==> src/rtl/rsg_pkg.sv <==
package rsg_pkg;
  localparam int LFSR_W = 16;

  // One right shift; feedback enters the top stage.
  function automatic logic [LFSR_W-1:0] lfsr_step(input logic [LFSR_W-1:0] s);
    logic fb;
    fb = s[0] ^ s[2] ^ s[3] ^ s[5];
    return {fb, s[LFSR_W-1:1]};
  endfunction

  // Hard-wired seeds, all nonzero.
  function automatic logic [LFSR_W-1:0] seed_word(input int idx);
    case (idx)
      0:       return 16'hACE1;
      1:       return 16'h1D87;
      2:       return 16'h5A3C;
      3:       return 16'hF00D;
      default: return 16'h0001 + 16'(idx);
    endcase
  endfunction

  // Inversion table: (bit number within pattern, global pattern index).
  function automatic logic flip_hit(input int bpos, input int pat);
    return (bpos == 3  && pat == 0)   ||
           (bpos == 15 && pat == 5)   ||
           (bpos == 15 && pat == 63)  ||
           (bpos == 0  && pat == 64)  ||
           (bpos == 7  && pat == 127) ||
           (bpos == 12 && pat == 128) ||
           (bpos == 15 && pat == 255);
  endfunction
endpackage

==> src/rtl/rsg_seq_ctrl.sv <==
module rsg_seq_ctrl
  import rsg_pkg::*;
#(
  parameter int PAT_W         = 16,
  parameter int PATS_PER_SEED = 64,
  parameter int NUM_SEEDS     = 4,
  localparam int BIT_CW  = $clog2(PAT_W),
  localparam int SEG_CW  = $clog2(PATS_PER_SEED),
  localparam int PAT_CW  = $clog2(PATS_PER_SEED * NUM_SEEDS),
  localparam int SEED_CW = (NUM_SEEDS > 1) ? $clog2(NUM_SEEDS) : 1
) (
  input  logic              clk,
  input  logic              rst,
  input  logic              start,
  output logic              running,
  output logic [BIT_CW-1:0] bit_cnt,
  output logic [PAT_CW-1:0] pat_idx,
  output logic              load_now,
  output logic              step_now,
  output logic [LFSR_W-1:0] load_word,
  output logic              last_bit,
  output logic              done_q
);
  logic [SEG_CW-1:0]  seg_pat;
  logic [SEED_CW-1:0] seed_idx;
  logic               seg_end;
  logic               fin;

  assign last_bit  = running && (bit_cnt == BIT_CW'(PAT_W - 1));
  assign seg_end   = last_bit && (seg_pat == SEG_CW'(PATS_PER_SEED - 1));
  assign fin       = seg_end && (seed_idx == SEED_CW'(NUM_SEEDS - 1));
  assign load_now  = (!running && start) || (seg_end && !fin);
  assign step_now  = running && !seg_end;
  assign load_word = running ? seed_word(int'(seed_idx) + 1) : seed_word(0);

  always_ff @(posedge clk) begin
    if (rst) begin
      running  <= 1'b0;
      bit_cnt  <= '0;
      pat_idx  <= '0;
      seg_pat  <= '0;
      seed_idx <= '0;
      done_q   <= 1'b0;
    end else begin
      done_q <= fin;
      if (!running) begin
        if (start) begin
          running  <= 1'b1;
          bit_cnt  <= '0;
          pat_idx  <= '0;
          seg_pat  <= '0;
          seed_idx <= '0;
        end
      end else begin
        bit_cnt <= last_bit ? '0 : bit_cnt + 1'b1;
        if (last_bit) begin
          pat_idx <= pat_idx + 1'b1;
          seg_pat <= seg_end ? '0 : seg_pat + 1'b1;
        end
        if (seg_end && !fin) seed_idx <= seed_idx + 1'b1;
        if (fin) running <= 1'b0;
      end
    end
  end
endmodule

==> src/rtl/rsg_lfsr.sv <==
module rsg_lfsr
  import rsg_pkg::*;
(
  input  logic              clk,
  input  logic              rst,
  input  logic              load,
  input  logic [LFSR_W-1:0] load_val,
  input  logic              step,
  output logic [LFSR_W-1:0] state
);
  always_ff @(posedge clk) begin
    if (rst)       state <= seed_word(0);
    else if (load) state <= load_val;
    else if (step) state <= lfsr_step(state);
  end
endmodule

==> src/rtl/rsg_bit_mod.sv <==
module rsg_bit_mod
  import rsg_pkg::*;
#(
  parameter int BIT_CW = 4,
  parameter int PAT_CW = 8
) (
  input  logic              raw_bit,
  input  logic              valid,
  input  logic [BIT_CW-1:0] bit_cnt,
  input  logic [PAT_CW-1:0] pat_idx,
  output logic              flip_now,
  output logic              out_bit
);
  assign flip_now = valid && flip_hit(int'(bit_cnt), int'(pat_idx));
  assign out_bit  = raw_bit ^ flip_now;
endmodule

==> src/rtl/rsg_pattern_gen.sv <==
module rsg_pattern_gen
  import rsg_pkg::*;
#(
  parameter int PAT_W         = 16,
  parameter int PATS_PER_SEED = 64,
  parameter int NUM_SEEDS     = 4
) (
  input  logic clk,
  input  logic rst,
  input  logic start,
  output logic scan_bit,
  output logic scan_valid,
  output logic pat_last,
  output logic done
);
  localparam int BIT_CW = $clog2(PAT_W);
  localparam int PAT_CW = $clog2(PATS_PER_SEED * NUM_SEEDS);

  logic              running;
  logic [BIT_CW-1:0] bit_cnt;
  logic [PAT_CW-1:0] pat_idx;
  logic              load_now;
  logic              step_now;
  logic [LFSR_W-1:0] load_word;
  logic [LFSR_W-1:0] lfsr_q;
  logic              last_bit;
  logic              done_q;
  logic              flip_now;

  rsg_seq_ctrl #(
    .PAT_W(PAT_W), .PATS_PER_SEED(PATS_PER_SEED), .NUM_SEEDS(NUM_SEEDS)
  ) u_ctrl (
    .clk(clk), .rst(rst), .start(start), .running(running),
    .bit_cnt(bit_cnt), .pat_idx(pat_idx), .load_now(load_now),
    .step_now(step_now), .load_word(load_word), .last_bit(last_bit),
    .done_q(done_q)
  );

  rsg_lfsr u_lfsr (
    .clk(clk), .rst(rst), .load(load_now), .load_val(load_word),
    .step(step_now), .state(lfsr_q)
  );

  rsg_bit_mod #(.BIT_CW(BIT_CW), .PAT_CW(PAT_CW)) u_mod (
    .raw_bit(lfsr_q[0]), .valid(running), .bit_cnt(bit_cnt),
    .pat_idx(pat_idx), .flip_now(flip_now), .out_bit(scan_bit)
  );

  assign scan_valid = running;
  assign pat_last   = last_bit;
  assign done       = done_q;
endmodule

==> config.mk <==
export PLATFORM = sky130hd
export DESIGN_NAME = rsg_pattern_gen
export DESIGN_NICKNAME = d
export VERILOG_FILES = /design/src/rtl/rsg_pkg.sv /design/src/rtl/rsg_seq_ctrl.sv /design/src/rtl/rsg_lfsr.sv /design/src/rtl/rsg_bit_mod.sv /design/src/rtl/rsg_pattern_gen.sv
export SDC_FILE = /design/constraint.sdc
export NUM_CORES = 1
export LEC_CHECK = 0
export BUFFER_PORTS_ARGS = -buffer_cell sky130_fd_sc_hd__buf_2
export CAP_MARGIN = 10
export CELL_PAD_IN_SITES_DETAIL_PLACEMENT = 2
export CELL_PAD_IN_SITES_GLOBAL_PLACEMENT = 2
export CORE_ASPECT_RATIO = 2
export CORE_UTILIZATION = 40
export CTS_CLUSTER_SIZE = 10
export DETAILED_ROUTE_END_ITERATION = 8
export PLACE_DENSITY_LB_ADDON = 0.1
export SYNTH_ARGS = -nofsm -noshare
export SYNTH_HDL_FRONTEND = slang
export SYNTH_SLANG_ARGS = --single-unit
export TNS_END_PERCENT = 10
==> constraint.sdc <==
create_clock -name clk -period 5.68 [get_ports clk]
set_input_delay 0.568 -clock clk [delete_from_list [all_inputs] [get_ports clk]]
set_output_delay 0.568 -clock clk [all_outputs]
set_load 0.02 [all_outputs]
# Word-level counts from Yosys, hierarchy flattened
# Cells that the tools add are included.
totals:
  ff_bits: 38
  inputBits: 3
  output_inout_bits: 4
  elab_cells: 86
classes:
  add_sub_neg: 6
  n_eq_ne: 18
  muxes: 20
  bitwise_logic: 4
  n_reduce_logical: 31
op_table:
  columns: ["operator", "count"]
  rows:
  - ["$eq 32x2->1 const B", 2]
  - ["$pmux 16 s4", 1]
  - ["$mux 16", 3]
  - ["$eq 32x1->1 const B", 1]
  - ["$logic_not 32->1", 1]
  - ["$eq 8x8->1 const B", 3]
  - ["$mux 6", 4]
  - ["$mux 8", 3]
  - ["$add 1x16->16 const A", 1]
  - ["$logic_and 1x1->1", 14]
  - ["$mux 4", 3]
  - ["$add 8x1->8 const B", 1]
  - ["$eq 4x3->1 const B", 2]
  - ["$eq 4x4->1 const B", 2]
  - ["$eq 8x1->1 const B", 1]
  - ["$eq 8x4->1 const B", 1]
  - ["$eq 8x7->1 const B", 1]
  - ["$logic_not 8->1", 1]
  - ["$logic_or 1x1->1", 7]
  - ["$add 6x1->6 const B", 1]
  - ["$eq 6x6->1 const B", 1]
  - ["$mux 2", 3]
  - ["$add 4x1->4 const B", 1]
  - ["$eq 4x1->1 const B", 1]
  - ["other kinds (10)", 20]

# Longest topological paths before layout
depth:
  depth_word: 10
  mapped_depth: 8
  ltp_nobuf: 7

# By module
# From an unflattened synthesis, not the netlist that was laid out.
hier_totals:
  cells_unflattened: 232
  area_unflattened_um2: 2203.4
modules_own_cells:
  columns: ["module", "instances", "cells_each", "area_per_inst_um2"]
  rows:
  - ["rsg_seq_ctrl", 1, 136, 1189.9]
  - ["rsg_lfsr", 1, 74, 860.8]
  - ["rsg_bit_mod", 1, 22, 152.6]

# Least setup slack after synthesis
# No wires, ideal clock.
synth_path:
  path_type: "reg-to-output"
  from: "register u_ctrl.pat_idx[1]"
  to: "output port scan_bit"
  arrival_time_ns: 2.038
  slack_ns: 3.074
  path_stages_with_launch: 8
  path_buffers: 0
  cell_sequence: "dfxtp_1 > inv_1 > ha_1 > or4b_1 > a2111oi_2 > nor3_1 > a221oi_2 > xor2_1"
synth_between:
  elab_chain_cells: 10
synth_lines:
  columns: ["element", "line", "source"]
  rows:
  - ["start: declaration", "rsg_seq_ctrl.sv:17", "output logic [PAT_CW-1:0] pat_idx,"]
  - ["start signal: assignment", "rsg_seq_ctrl.sv:57", "pat_idx <= pat_idx + 1'b1;"]
  - ["$eq 8x4->1 / $logic_not 8->1 (equally long branches)", "rsg_pkg.sv:25, rsg_pkg.sv:24", null]
  - ["$logic_and 1x1->1, on equally long branches", "rsg_pkg.sv:25, rsg_pkg.sv:24", null]
  - ["$logic_or 1x1->1", "rsg_pkg.sv:24", "return (bpos == 3 && pat == 0) ||"]
  - ["$logic_or 1x1->1", "rsg_pkg.sv:25", "(bpos == 15 && pat == 5) ||"]
  - ["$logic_or 1x1->1", "rsg_pkg.sv:26", "(bpos == 15 && pat == 63) ||"]
  - ["$logic_or 1x1->1", "rsg_pkg.sv:27", "(bpos == 0 && pat == 64) ||"]
  - ["$logic_or 1x1->1", "rsg_pkg.sv:28", "(bpos == 7 && pat == 127) ||"]
  - ["$logic_or 1x1->1 *", "rsg_pkg.sv:29", "(bpos == 12 && pat == 128) ||"]
  - ["$logic_and 1x1->1 *", "rsg_bit_mod.sv:14", "assign flip_now = valid && flip_hit(int'(bit_cnt), int'(pat_idx));"]
  - ["$xor 1x1->1 *", "rsg_bit_mod.sv:15", "assign out_bit = raw_bit ^ flip_now;"]
  - ["end: declaration", "rsg_pattern_gen.sv:11", "output logic scan_bit,"]
# Every way passes the cells marked *; elsewhere a longest branch is shown, timed or not.

# Final worst setup path
layout_path:
  from: "register u_ctrl.pat_idx[0]"
  to: "output port scan_bit"
# The elaborated chain is that of the path after synthesis.

==> run_results.csv <==
group,metric,value,unit
clocking,numCtsBuffers,5,
synth,syn-cell-area,2010,sq um
die,dieHeight,102,um
clocking,clkTransAtPathRegs,0.08,ns
power,power_density,261,nW/um^2
finish,drive_above_1_share,8.33,%
sta,slew_viol_final,0,
synth,netlist.area_leader.share,37.8,%
grt,grt_pass1_vias,1889,
die,die-width,52.2,um
die,die_area,5340,sq um
sta,fin_ws,2.62,ns
finish,nFillCells,565,
grt,grt_pass1_wl,9600,um
route,drtPass1Iterations,3,
status,status,"completed",
synth,synth.most_common_cell,"dfxtp_1",
sta,rsz0062_at_grt,"false",
sta,post-route-period-util,53.8,%
clocking,root_buffer,"clkbuf_8",
route,drt_iter0_markers,22,
route,vias,1794,
clocking,htreeDepth,2,
die,placementRows,36,
synth,yosysWarningCount,0,
critical_path,worstSetupPathType,"reg2out",
finish,syn_to_final_growth,8.94,%
die,start_util,41.4,%
critical_path,crit_path_start_kind,"register",
sta,relSlewSlack,48.7,%
synth,syn-num-nets,263,
synth,yosys-top-cells-count,"dfxtp_1, nor2_1, nand2_1, a21oi_1, nor3_1",
finish,design_area,2190,sq um
place,gp_congestion,0.826,
synth,synth_cells,247,
synth,async_flop_share,0,%
clocking,clockBufferDepth,2,
finish,utilization,45.1,%
power,vdd_drop_max,0.174,mV
sta,tightest_slew,0.764,ns
critical_path,path_cells,"ha_1 -> or4b_1 -> a2111oi_2 -> nor3_1 -> a221oi_2 -> xor2_1 -> buf_2",
synth,synth_area_leaders,"dfxtp_1, ha_1, nor2_1",
synth,yosys.area.top_type,"dfxtp_1",
critical_path,arrival,2.49,ns
route,drc,0,
sta,hold_viol_final,0,
power,finalPower,0.574,mW
finish,fin_nets,267,
clocking,post-cts-setup-buffer-count,0,
grt,grt_overflow_total,0,
synth,ys_ff_latch,38,
route,totalWireLength,6180,um
sta,period_minus_slack,3.06,ns
finish,stdcell_count,309,
clocking,clkSinkCount,38,
min_path,hp-start,"u_lfsr.state[7]",
power,total_leakage_power,0.817,nW
grt,antenna_found_initial,0,
synth,yosysSeqAreaShare,37.8,%
route,avgRoutedWirePerCell,20.0,um
critical_path,cpPeakStageDelay,0.46,ns
critical_path,worstSetupEndpointType,"output pin",
sta,skew,0.00304,ns
synth,synth_edf_count,0,
place,hpwl,4650,um
clocking,cts_resized,0,
sta,finalSetupTns,0,ns
place,placed_area,2080,sq um
synth,synthFlopType,"dfxtp_1",
place,io_buffer_count,6,
clocking,insertion_delay,0.30,ns
critical_path,critPathMaxFanout,5,
clocking,holdBufCountCts,0,
grt,grt_max_degree,34,
route,viasPerCell,5.81,
route,postRouteAntennaNets,0,
min_path,worstHoldPathType,"reg2reg",
critical_path,critPathSlowestCell,"or4b_1",
run,maxCapViolations,0,
die,ioPinCount,7,
sta,setup_viol,0,
sta,fmax,0.327,GHz
sta,worst_hold_slack,0.490,ns
synth,syn_area_per_cell,8.16,sq um
grt,grt_usage,25.2,%
finish,diodes,0,
critical_path,reg2reg_from,"u_ctrl.bit_cnt[0]",
clocking,cts_tree,"built",
critical_path,crit_start,"u_ctrl.pat_idx[0]",
place,dp_slack,2.92,ns
critical_path,cp.required,5.11,ns
place,dp_cells,301,
die,coreArea,4860,sq um
synth,ys_types,47,
-- cell usage in the layout (no fill, tap or decap), types with 8 or more instances in the layout --
master and count:
nand3_1 9, nor2_1 36, inv_1 9, nand2_1 24
clkbuf_8 8, dfxtp_1 38, ha_1 13, a21oi_1 20
xnor2_1 8, nor3_1 18
-- report_power, final --
part | total, mW | internal (mW) | switching (mW)
Clock | 0.223 | 0.123 | 0.100
Combinational | 0.0635 | 0.0222 | 0.0413
Sequential | 0.287 | 0.278 | 0.00938
-- final cells by class --
type | instances | area (sq um) | area share, %
inverter | 10 | 37.5 | 1.71
clock buffer | 8 | 110 | 5.02
tap | 57 | 71.3 | 3.25
sequential | 38 | 761 | 34.7
timing repair buffer | 7 | 37.5 | 1.71
multi-input combinational | 189 | 1180 | 53.6
-- state kept, by name (all words and copies together) (netlist names) --
register	count
u_ctrl.bit_cnt	4
u_lfsr.state	16
u_ctrl.seed_idx	2
u_ctrl.pat_idx	8
u_ctrl.running	1
u_ctrl.done_q	1
u_ctrl.seg_pat	6
-- metal layers --
layer,vias to the layer above,GRT usage (%),wire [um]
met5,-,0,0
met4,0,10.9,154
met2,13,51.4,3650
met1,885,23.6,2330
met3,9,2.23,48
li1,887,-,-
-- critical path, delay by kind of cell, from the launching register on --
kind            cells  cell delay (ns)
simple gates        2             0.57
xor+xnor            1             0.17
compound gates      2             0.69
buf+inv             1             0.18
fa+ha+maj           1             0.17
flops               1             0.43
-- worst paths after layout --
check,endpoint,slack (ns),cells past startpoint
worst max-delay path,scan_bit,2.62,7
worst min-delay path,u_lfsr.state[7],0.49,2
worst max register to register,u_lfsr.state[6],2.96,5
worst min register to register,u_lfsr.state[7],0.49,2
-- kinds of logic (layout without fill, tap and decap cells) --
| group | count (synthesis) | count (layout) | share of synthesized area (%) |
|---|---|---|---|
| AND/OR/NAND/NOR | 110 | 110 | 26.3 |
| adder cells (fa/ha/maj) | 13 | 13 | 8.07 |
| buffers and inverters | 20 | 25 | 3.79 |
| multiplexers | 2 | 2 | 1.06 |
| flip-flops | 38 | 38 | 37.8 |
| XOR/XNOR | 12 | 12 | 5.22 |
| AO/OA/AOI/OAI | 52 | 52 | 17.8 |
Note: power is estimated with default switching activity, not from simulation.
